<file path="src/rtl/mirror_pkg.sv">
// Package: shared layout of the per-port mirroring configuration word.
// Assumes every port's word is CFG_W bits wide and packed port 0 first.
package mirror_pkg;
    localparam int CFG_W      = 3;
    localparam int CFG_RX_BIT = 0;  // mirror what this port receives
    localparam int CFG_TX_BIT = 1;  // mirror what this port transmits
    localparam int CFG_SN_BIT = 2;  // this port is a sniffer candidate
endpackage

</file>
<file path="src/rtl/mm_sniffer_pick.sv">
// Module: picks one sniffer port out of the candidate vector.
// The lowest-numbered marked port wins. The output is one-hot or zero.
// Assumes the candidates are stable for the cycle; purely combinational.
module mm_sniffer_pick #(
    parameter int NPORTS = 4
) (
    input  logic [NPORTS-1:0] cand,
    output logic [NPORTS-1:0] pick,
    output logic              any
);
    logic [NPORTS:0] seen;

    assign seen[0] = 1'b0;

    // Priority chain: a port is picked only if no lower port was marked.
    for (genvar i = 0; i < NPORTS; i++) begin : g_chain
        assign pick[i]   = cand[i] & ~seen[i];
        assign seen[i+1] = seen[i] | cand[i];
    end

    assign any = seen[NPORTS];
endmodule

</file>
<file path="src/rtl/mm_rule_match.sv">
// Module: evaluates the receive and transmit mirroring rules for one frame.
// It also decodes the ingress port to one-hot. A port number of NPORTS or
// more decodes to zero and never matches. Purely combinational.
module mm_rule_match #(
    parameter int NPORTS = 4,
    parameter int PW     = 2
) (
    input  logic [PW-1:0]     port,
    input  logic [NPORTS-1:0] dest,
    input  logic [NPORTS-1:0] rx_mark,
    input  logic [NPORTS-1:0] tx_mark,
    output logic [NPORTS-1:0] ing_oh,
    output logic              rx_hit,
    output logic              tx_hit
);
    // Ingress decode: one comparator per port.
    for (genvar i = 0; i < NPORTS; i++) begin : g_dec
        assign ing_oh[i] = (32'(port) == i);
    end

    // Receive rule looks only at the ingress port; transmit rule at all destinations.
    assign rx_hit = |(ing_oh & rx_mark);
    assign tx_hit = |(dest & tx_mark);
endmodule

</file>
<file path="src/rtl/mirror_mask_gen.sv">
// Module: final egress mask stage with port mirroring, one register deep.
// Unpacks the per-port configuration words, evaluates both mirror rules and
// picks the sniffer. It adds the sniffer to the lookup mask unless the
// sniffer is the ingress port.
// Assumes the configuration is quasi-static and is sampled with the request.
module mirror_mask_gen
    import mirror_pkg::*;
#(
    parameter  int NPORTS = 4,
    localparam int PW     = (NPORTS > 1) ? $clog2(NPORTS) : 1,
    localparam int CW     = NPORTS * CFG_W
) (
    input  logic              clk,
    input  logic              rst_n,
    input  logic              in_valid,
    input  logic [PW-1:0]     in_port,
    input  logic [NPORTS-1:0] in_dest_mask,
    input  logic [CW-1:0]     cfg_bits,
    output logic              out_valid,
    output logic [NPORTS-1:0] out_mask
);
    logic [NPORTS-1:0] rx_mark, tx_mark, sn_mark;
    logic [NPORTS-1:0] ing_oh, sn_pick, add_mask, next_mask;
    logic              rx_hit, tx_hit, sn_any, mirror;

    // Configuration unpack: one word per port, fields from the package.
    for (genvar p = 0; p < NPORTS; p++) begin : g_cfg
        assign rx_mark[p] = cfg_bits[p*CFG_W + CFG_RX_BIT];
        assign tx_mark[p] = cfg_bits[p*CFG_W + CFG_TX_BIT];
        assign sn_mark[p] = cfg_bits[p*CFG_W + CFG_SN_BIT];
    end

    mm_rule_match #(.NPORTS(NPORTS), .PW(PW)) u_match (
        .port    (in_port),
        .dest    (in_dest_mask),
        .rx_mark (rx_mark),
        .tx_mark (tx_mark),
        .ing_oh  (ing_oh),
        .rx_hit  (rx_hit),
        .tx_hit  (tx_hit)
    );

    mm_sniffer_pick #(.NPORTS(NPORTS)) u_pick (
        .cand (sn_mark),
        .pick (sn_pick),
        .any  (sn_any)
    );

    // Mask merge: one shared sniffer bit, never on the ingress port.
    always_comb begin
        mirror    = (rx_hit | tx_hit) & sn_any;
        add_mask  = mirror ? (sn_pick & ~ing_oh) : '0;
        next_mask = in_dest_mask | add_mask;
    end

    // Output register: result valid one clock after the request, zero when idle.
    always_ff @(posedge clk) begin
        if (!rst_n) begin
            out_valid <= 1'b0;
            out_mask  <= '0;
        end else begin
            out_valid <= in_valid;
            out_mask  <= in_valid ? next_mask : '0;
        end
    end

    AST_VALID_FOLLOWS: assert property (@(posedge clk) disable iff (!rst_n)
        in_valid |=> out_valid);
    AST_IDLE_FOLLOWS: assert property (@(posedge clk) disable iff (!rst_n)
        !in_valid |=> (!out_valid && out_mask == '0));
    AST_LOOKUP_KEPT: assert property (@(posedge clk) disable iff (!rst_n)
        in_valid |=> ((out_mask & $past(in_dest_mask)) == $past(in_dest_mask)));
    AST_SINGLE_EXTRA: assert property (@(posedge clk) disable iff (!rst_n)
        in_valid |=> $onehot0(out_mask & ~$past(in_dest_mask)));
    AST_EXTRA_IS_SNIFFER: assert property (@(posedge clk) disable iff (!rst_n)
        in_valid |=> ((out_mask & ~$past(in_dest_mask) & ~$past(sn_pick)) == '0));
    AST_NO_INGRESS_COPY: assert property (@(posedge clk) disable iff (!rst_n)
        in_valid |=> ((out_mask & ~$past(in_dest_mask) & $past(ing_oh)) == '0));
    AST_NO_SNIFFER_PASS: assert property (@(posedge clk) disable iff (!rst_n)
        (in_valid && sn_mark == '0) |=> (out_mask == $past(in_dest_mask)));
    AST_NO_RULE_PASS: assert property (@(posedge clk) disable iff (!rst_n)
        (in_valid && !rx_hit && !tx_hit) |=> (out_mask == $past(in_dest_mask)));
endmodule

</file>
<file path="config.mk">
export PLATFORM = sky130hd
export DESIGN_NAME = mirror_mask_gen
export DESIGN_NICKNAME = d
export VERILOG_FILES = /design/src/rtl/mirror_pkg.sv /design/src/rtl/mm_sniffer_pick.sv /design/src/rtl/mm_rule_match.sv /design/src/rtl/mirror_mask_gen.sv
export SDC_FILE = /design/constraint.sdc
export NUM_CORES = 1
export LEC_CHECK = 0
export BUFFER_PORTS_ARGS = -buffer_cell sky130_fd_sc_hd__clkbuf_2
export CORE_AREA = 5 5 42 44
export DETAILED_ROUTE_END_ITERATION = 8
export DIE_AREA = 0 0 47 49
export PLACE_DENSITY = 0.51
export REMOVE_ABC_BUFFERS = 1
export SLEW_MARGIN = 5
export SYNTH_ARGS = -nofsm -noshare
export SYNTH_HDL_FRONTEND = slang
export SYNTH_SLANG_ARGS = --single-unit
</file>
<file path="constraint.sdc">
create_clock -name clk -period 1.7 [get_ports clk]
set_input_delay 0.085 -clock clk [delete_from_list [all_inputs] [get_ports clk]]
set_output_delay 0.085 -clock clk [all_outputs]
set_load 0.005 [all_outputs]
</file>
==> results of run 1 <==
stage by stage:
stage	total power, W	utilization [%]	setup WS (ns)	hold WS (ns)	instances
after floorplan	0.0001548	-	0.4403	0.1866	25
after global placement	0.0001916	28.13	0.2769	0.3182	66
after detailed placement	0.0001926	28.13	0.2575	0.3114	66
after CTS	0.0003278	30.00	0.5085	0.07418	70
after global routing	0.0003443	30.00	0.4776	0.08638	70
final	0.0003208	30.00	0.5045	0.07674	70
sequential cells by signal (all words and copies together), names as in the netlist:
name       count
out_mask       4
out_valid      1
power by group through the flow:
stage                     logic (W)  registers, W  clock network [W]
after CTS                 0.0000647      0.000126           0.000137
after global routing      0.0000719      0.000126           0.000146
after global placement    0.0000637      0.000128                  0
final                     0.0000634      0.000126           0.000131
after detailed placement  0.0000645      0.000128                  0
after floorplan           0.0000258      0.000129                  0
synthesized netlist by cell type:
cell                       count
sky130_fd_sc_hd__inv_1         3
sky130_fd_sc_hd__nor3_1        2
sky130_fd_sc_hd__or3_4         1
sky130_fd_sc_hd__a22o_2        2
sky130_fd_sc_hd__nor2_1        1
sky130_fd_sc_hd__o41ai_1       1
sky130_fd_sc_hd__a32o_1        2
sky130_fd_sc_hd__mux4_2        1
sky130_fd_sc_hd__dfxtp_1       5
sky130_fd_sc_hd__a22o_1        1
sky130_fd_sc_hd__a21boi_0      1
sky130_fd_sc_hd__nand2_1       2
sky130_fd_sc_hd__a211oi_1      1
sky130_fd_sc_hd__o21ai_0       2
cell type report:
| type | count | area [µm²] | share of cell area, % |
|---|---|---|---|
| Tap cell | 16 | 20.02 | 4.762 |
| Clock buffer | 4 | 26.28 | 6.250 |
| Timing Repair Buffer | 25 | 125.1 | 29.76 |
| Multi-Input combinational cell | 17 | 137.6 | 32.74 |
| Sequential cell | 5 | 100.1 | 23.81 |
| Inverter | 3 | 11.26 | 2.679 |
final timing paths:
kind / cells past startpoint / endpoint / slack (ns)
max: 4 / out_mask[3] / 0.50
min: 3 / out_mask[1] / 0.08
cell families (layout without fill, tap and decap cells):
| family | Yosys count | in the layout | share of synthesized area, % |
|---|---|---|---|
| AO/OA/AOI/OAI | 10 | 10 | 33.17 |
| buffers and inverters | 3 | 32 | 4.522 |
| flip-flops | 5 | 5 | 40.20 |
| multiplexers | 1 | 1 | 9.045 |
| AND/OR/NAND/NOR | 6 | 6 | 13.06 |
cell usage in the layout (no fill, tap or decap):
cell type	n
sky130_fd_sc_hd__dfxtp_1	5
sky130_fd_sc_hd__clkbuf_1	1
sky130_fd_sc_hd__a22o_2	2
sky130_fd_sc_hd__inv_1	3
sky130_fd_sc_hd__a211oi_1	1
sky130_fd_sc_hd__a21boi_0	1
sky130_fd_sc_hd__clkbuf_4	3
sky130_fd_sc_hd__o41ai_1	1
sky130_fd_sc_hd__mux4_2	1
sky130_fd_sc_hd__clkbuf_2	25
sky130_fd_sc_hd__a32o_1	2
sky130_fd_sc_hd__nand2_1	2
sky130_fd_sc_hd__nor2_1	1
sky130_fd_sc_hd__or3_4	1
sky130_fd_sc_hd__a22o_1	1
sky130_fd_sc_hd__o21ai_0	2
sky130_fd_sc_hd__nor3_1	2
per-layer routing:
layer / global-route usage [%] / vias to the layer above
li1: - / 155
met3: 2.583 / 0
met2: 10.41 / 17
met4: 4.147 / 0
met5: 0 / -
met1: 8.186 / 124
==> flow_summary.toml, run 1 <==
[synthesis]
synth_top_area_share_pct = 40.20
seq_area_frac_synth_pct = 40.20
synthDistinctLibCells = 14
synth_largest_area_cell = "sky130_fd_sc_hd__dfxtp_1"
netlist_instances = 25
syn-cell-area_um2 = 249.0
yosys_warnings = 0
ys_top_cells_by_area = "sky130_fd_sc_hd__dfxtp_1, sky130_fd_sc_hd__mux4_2, sky130_fd_sc_hd__a22o_2"
synthesized_area_divided_by_synthesized_cell_count_um2 = 9.960
postSynthRegisterBits = 5

[drt]
post_drt_via_cell_ratio = 4.229
remaining_drc_errors = 0
average_wire_length_per_cell_after_detail_routing_um = 10.79
ant_nets = 0
route.final.wire_length_um = 755
drt_first_pass_iters = 2
detailroute.via_count = 296
top_layer_used = "met3"
sum_of_met2_wire_segment_lengths_after_detailed_routing_um = 350
wl_met3_um = 116
dr.first_iter.drc_count = 3
wl_met1_um = 289

[floorplanning]
initial_utilization_pct = 17.77
die_w_um = 47
placement_rows = 14
ioPinCount = 26
die_footprint_um2 = 2303
fp.coreArea_um2 = 1401
floorplan.die.height_um = 49

[pwr]
power.internal_w = 0.0002498
net-switching-power_w = 0.00007106
static-leakage-power_nw = 0.2210
part_of_the_power_in_the_clock_network_pct = 41.0
pwr-share-seq_pct = 39.3
power.share.combinational_pct = 19.8
switching_share_pct = 22.15
power-per-cell-area_nw_per_um2 = 763.1
ir_worst_vdd_v = 0.0001844

[clock_tree]
tritoncts_clock_tree = "done"
post_cts_hold_fix_bufs = 0
cts.sinks = 5
postCtsSetupRepairBufs = 0
cts.repair.resized = 0
clkSlewWorstSetupHoldPaths_ns = 0.04
cts.htree.levels = 1
root_buffer = "sky130_fd_sc_hd__clkbuf_4"
number_of_cts_inserted_buffers = 3
cts-root-to-sink-buffers = 2

[global_routing]
via_count_of_the_first_global_routing_pass = 308
grt_overflow = 0
global_route_usage_over_all_layers_pct = 6.987
grt_antenna_before_repair = 0
grt_start_max_net_pins = 6
grt_pass1_wl_um = 1145

[flow_run]
maxCapViolations = 0

[sta]
grt_setup_unrepaired = "false"
hold_viol_final = 0
fin_crit_ns = 1.195
final_max_slew_viol_count = 0
slew-limit-headroom_pct = 81.34
finalCritPeriodShare_pct = 70.32
fin_setup_tns_ns = 0
worstMarginPinSlew_ns = 0.2763
timing.fmax_mhz = 836.5
final_count_of_negative_setup_slack_endpoints = 0

[finish]
drive_above_1_share_pct = 59.26
final_nets = 76
post_route_cell_area_um2 = 420.4
final.fill_count = 171
antennaDiodeCount = 0
area_growth_pct = 68.84

[min_path]
min_from = "in_dest_mask[1]"
hold_path_class = "input pin to flop"

[critical_path]
crit_chain = "clkbuf_2, mux4_2, or3_4, a32o_1"
crit_slowest_cell = "sky130_fd_sc_hd__mux4_2"
worst-path-max-fanout = 4
crit_path_start = "in_port[0]"
critPathLaunchType = "input pin"
required_ns = 1.83
crit_type = "input pin to flop"
number_of_buffer_and_inverter_stages_on_the_critical_path = 1
path_delay_family = "multiplexers"
cp_slowest_stage_delay_ns = 0.51
type_of_destination_of_the_critical_path = "flop"
cp_data_arrival_time_ns = 1.32

[placement]
detailed_place.area_um2 = 394.1
numPortBuffers = 25
detailed_place_hpwl_um = 701
gp_routability_congestion = 0.6711

[outcome]
status = "finished, final reports clean"
Power figures use the tool's default switching activity.
==> run 2: changes to the inputs <==
--- a/config.mk
+++ b/config.mk
@@ -9,7 +9,7 @@
 export CORE_AREA = 5 5 42 44
 export DETAILED_ROUTE_END_ITERATION = 8
 export DIE_AREA = 0 0 47 49
-export PLACE_DENSITY = 0.51
+export PLACE_DENSITY = 0.53
 export REMOVE_ABC_BUFFERS = 1
 export SLEW_MARGIN = 5
 export SYNTH_ARGS = -nofsm -noshare
==> constraint.sdc (replaced) <==
create_clock -name clk -period 1 [get_ports clk]
set_input_delay 0.05 -clock clk [delete_from_list [all_inputs] [get_ports clk]]
set_output_delay 0.05 -clock clk [all_outputs]
set_load 0.005 [all_outputs]
==> run 2 against run 1 <==
  * Global-route usage up 1.5 points
  * Critical endpoint is now out_mask[2]
  * Total power up 79%
  * Clock power up 76%
  * The run now ends with setup timing left
  * Die area unchanged
  * Count of clock-buffer cells in the layout unchanged
==> flow_summary.toml, run 2 (synthesis results as in run 1) <==
[outcome]
status = "complete, but fails checks"
failed_checks = "setup timing"

[placement]
total_instance_count_after_detailed_placement = 72
numPortBuffers = 25
detailed_place_hpwl_um = 727.3
detailed_place.area_um2 = 439.2
gp_routability_congestion = 0.7270

[clock_tree]
clkSlewWorstSetupHoldPaths_ns = 0.04
root_buffer = "sky130_fd_sc_hd__clkbuf_4"
cts-root-to-sink-buffers = 2
cts.sinks = 5
post_cts_hold_fix_bufs = 0
postCtsSetupRepairBufs = 0
cts.htree.levels = 1
tritoncts_clock_tree = "done"
number_of_cts_inserted_buffers = 3

[global_routing]
via_count_of_the_first_global_routing_pass = 332
global_route_usage_over_all_layers_pct = 8.463
grt_start_max_net_pins = 6
grt_antenna_before_repair = 0
grt_overflow = 0
grt_pass1_wl_um = 1311

[flow_run]
maxCapViolations = 0

[critical_path]
number_of_buffer_and_inverter_stages_on_the_critical_path = 1
crit_type = "input pin to flop"
path_delay_family = "multiplexers"
crit_chain = "buf_6, mux4_2, or3_4, a32o_1"
cp_data_arrival_time_ns = 1.25
worst-path-max-fanout = 3
crit_slowest_cell = "sky130_fd_sc_hd__mux4_2"
type_of_destination_of_the_critical_path = "flop"
critPathLaunchType = "input pin"
required_ns = 1.13
cp_slowest_stage_delay_ns = 0.50

[sta]
grt_setup_unrepaired = "true"
slew-limit-headroom_pct = 80.48
timing.fmax_mhz = 891.5
final_count_of_negative_setup_slack_endpoints = 3
worstMarginPinSlew_ns = 0.2890
hold_viol_final = 0
setup_ws_ns = -0.1218
hold_slack_ns = 0.03905
finalCritPeriodShare_pct = 112.2
fin_crit_ns = 1.122
fin_setup_tns_ns = -0.3447
final_max_slew_viol_count = 0

[min_path]
hold_path_class = "input pin to flop"

[pwr]
pwr-share-seq_pct = 37.4
ir_worst_vdd_v = 0.0004624
switching_share_pct = 22.89
part_of_the_power_in_the_clock_network_pct = 40.3
static-leakage-power_nw = 0.2517
power-per-cell-area_nw_per_um2 = 1215
power.share.combinational_pct = 22.4
net-switching-power_w = 0.0001312
power.internal_w = 0.0004420

[drt]
drt_first_pass_iters = 2
average_wire_length_per_cell_after_detail_routing_um = 11.07
detailroute.via_count = 330
remaining_drc_errors = 0
route.final.wire_length_um = 841
ant_nets = 0
dr.first_iter.drc_count = 2
post_drt_via_cell_ratio = 4.342

[finish]
layout.cells.most_common = "sky130_fd_sc_hd__clkbuf_2"
largest_registers = "out_mask x4, out_valid x1"
area_growth_pct = 89.45
max_flop_register = "out_mask"
drive_above_1_share_pct = 63.33
stdcell_count = 76
largest_register_ff_count = 4
final.fill_count = 174
final_nets = 82
mostFrequentLayoutCells = "sky130_fd_sc_hd__clkbuf_2, sky130_fd_sc_hd__buf_4, sky130_fd_sc_hd__dfxtp_1"
antennaDiodeCount = 0
post_route_cell_area_um2 = 471.7

[floorplanning]
ioPinCount = 26
placement_rows = 14
die_footprint_um2 = 2303
fp.coreArea_um2 = 1401
initial_utilization_pct = 17.77
die_w_um = 47
floorplan.die.height_um = 49
[run 2: cell count changes in the layout (fill, tap and decap cells not counted)]
| cell | before | now |
|---|---|---|
| sky130_fd_sc_hd__buf_4 | 0 | 6 |
| sky130_fd_sc_hd__buf_6 | 0 | 1 |
| sky130_fd_sc_hd__clkbuf_2 | 25 | 24 |
[run 2: metrics by stage]
stage / setup slack [ns] / power [W] / util, %
6_report: -0.1218 / 0.0005732 / 33.66
5_1_grt: -0.1418 / 0.0006137 / 33.66
4_1_cts: -0.1137 / 0.0005811 / 33.21
3_5_place_dp: -0.3694 / 0.0003446 / 31.34
3_3_place_gp: -0.3564 / 0.0003426 / 31.34
2_1_floorplan: -0.2247 / 0.0002631 / -
[run 2: final timing paths]
check / depth (start not counted) / to / from
max: 4 / out_mask[2] / in_port[0]
min: 2 / out_mask[1] / cfg_bits[2]
[run 2: area by class of cell]
type	instances	area, µm²	share of cell area, %
clock buffers	4	26.28	5.570
inverters	3	11.26	2.387
multi-input cells	17	137.6	29.18
flip-flops and latches	5	100.1	21.22
well taps	16	20.02	4.244
repair buffers	31	176.4	37.40
[run 2: power groups by stage]
stage,registers (W),logic (W),clock network (W)
global route,0.000215,0.000141,0.000257
detailed placement,0.000218,0.000127,0
finish,0.000214,0.000128,0.000231
global placement,0.000218,0.000125,0
floorplan,0.000219,0.0000438,0
CTS,0.000214,0.000127,0.000240
[run 2: repair_timing]
action / in CTS / in global routing
cloned: 0 / 0
setup endpoints to repair: 3 / 3
pin swaps: 1 / 3
gates resized for setup: 0 / 2
[run 2: per-layer routing]
layer	global-route usage, %	wire (µm)	vias up
met5	0	0	-
met4	8.295	37	0
met3	4.059	71	4
met2	12.67	423	17
met1	7.726	309	141
li1	-	-	168
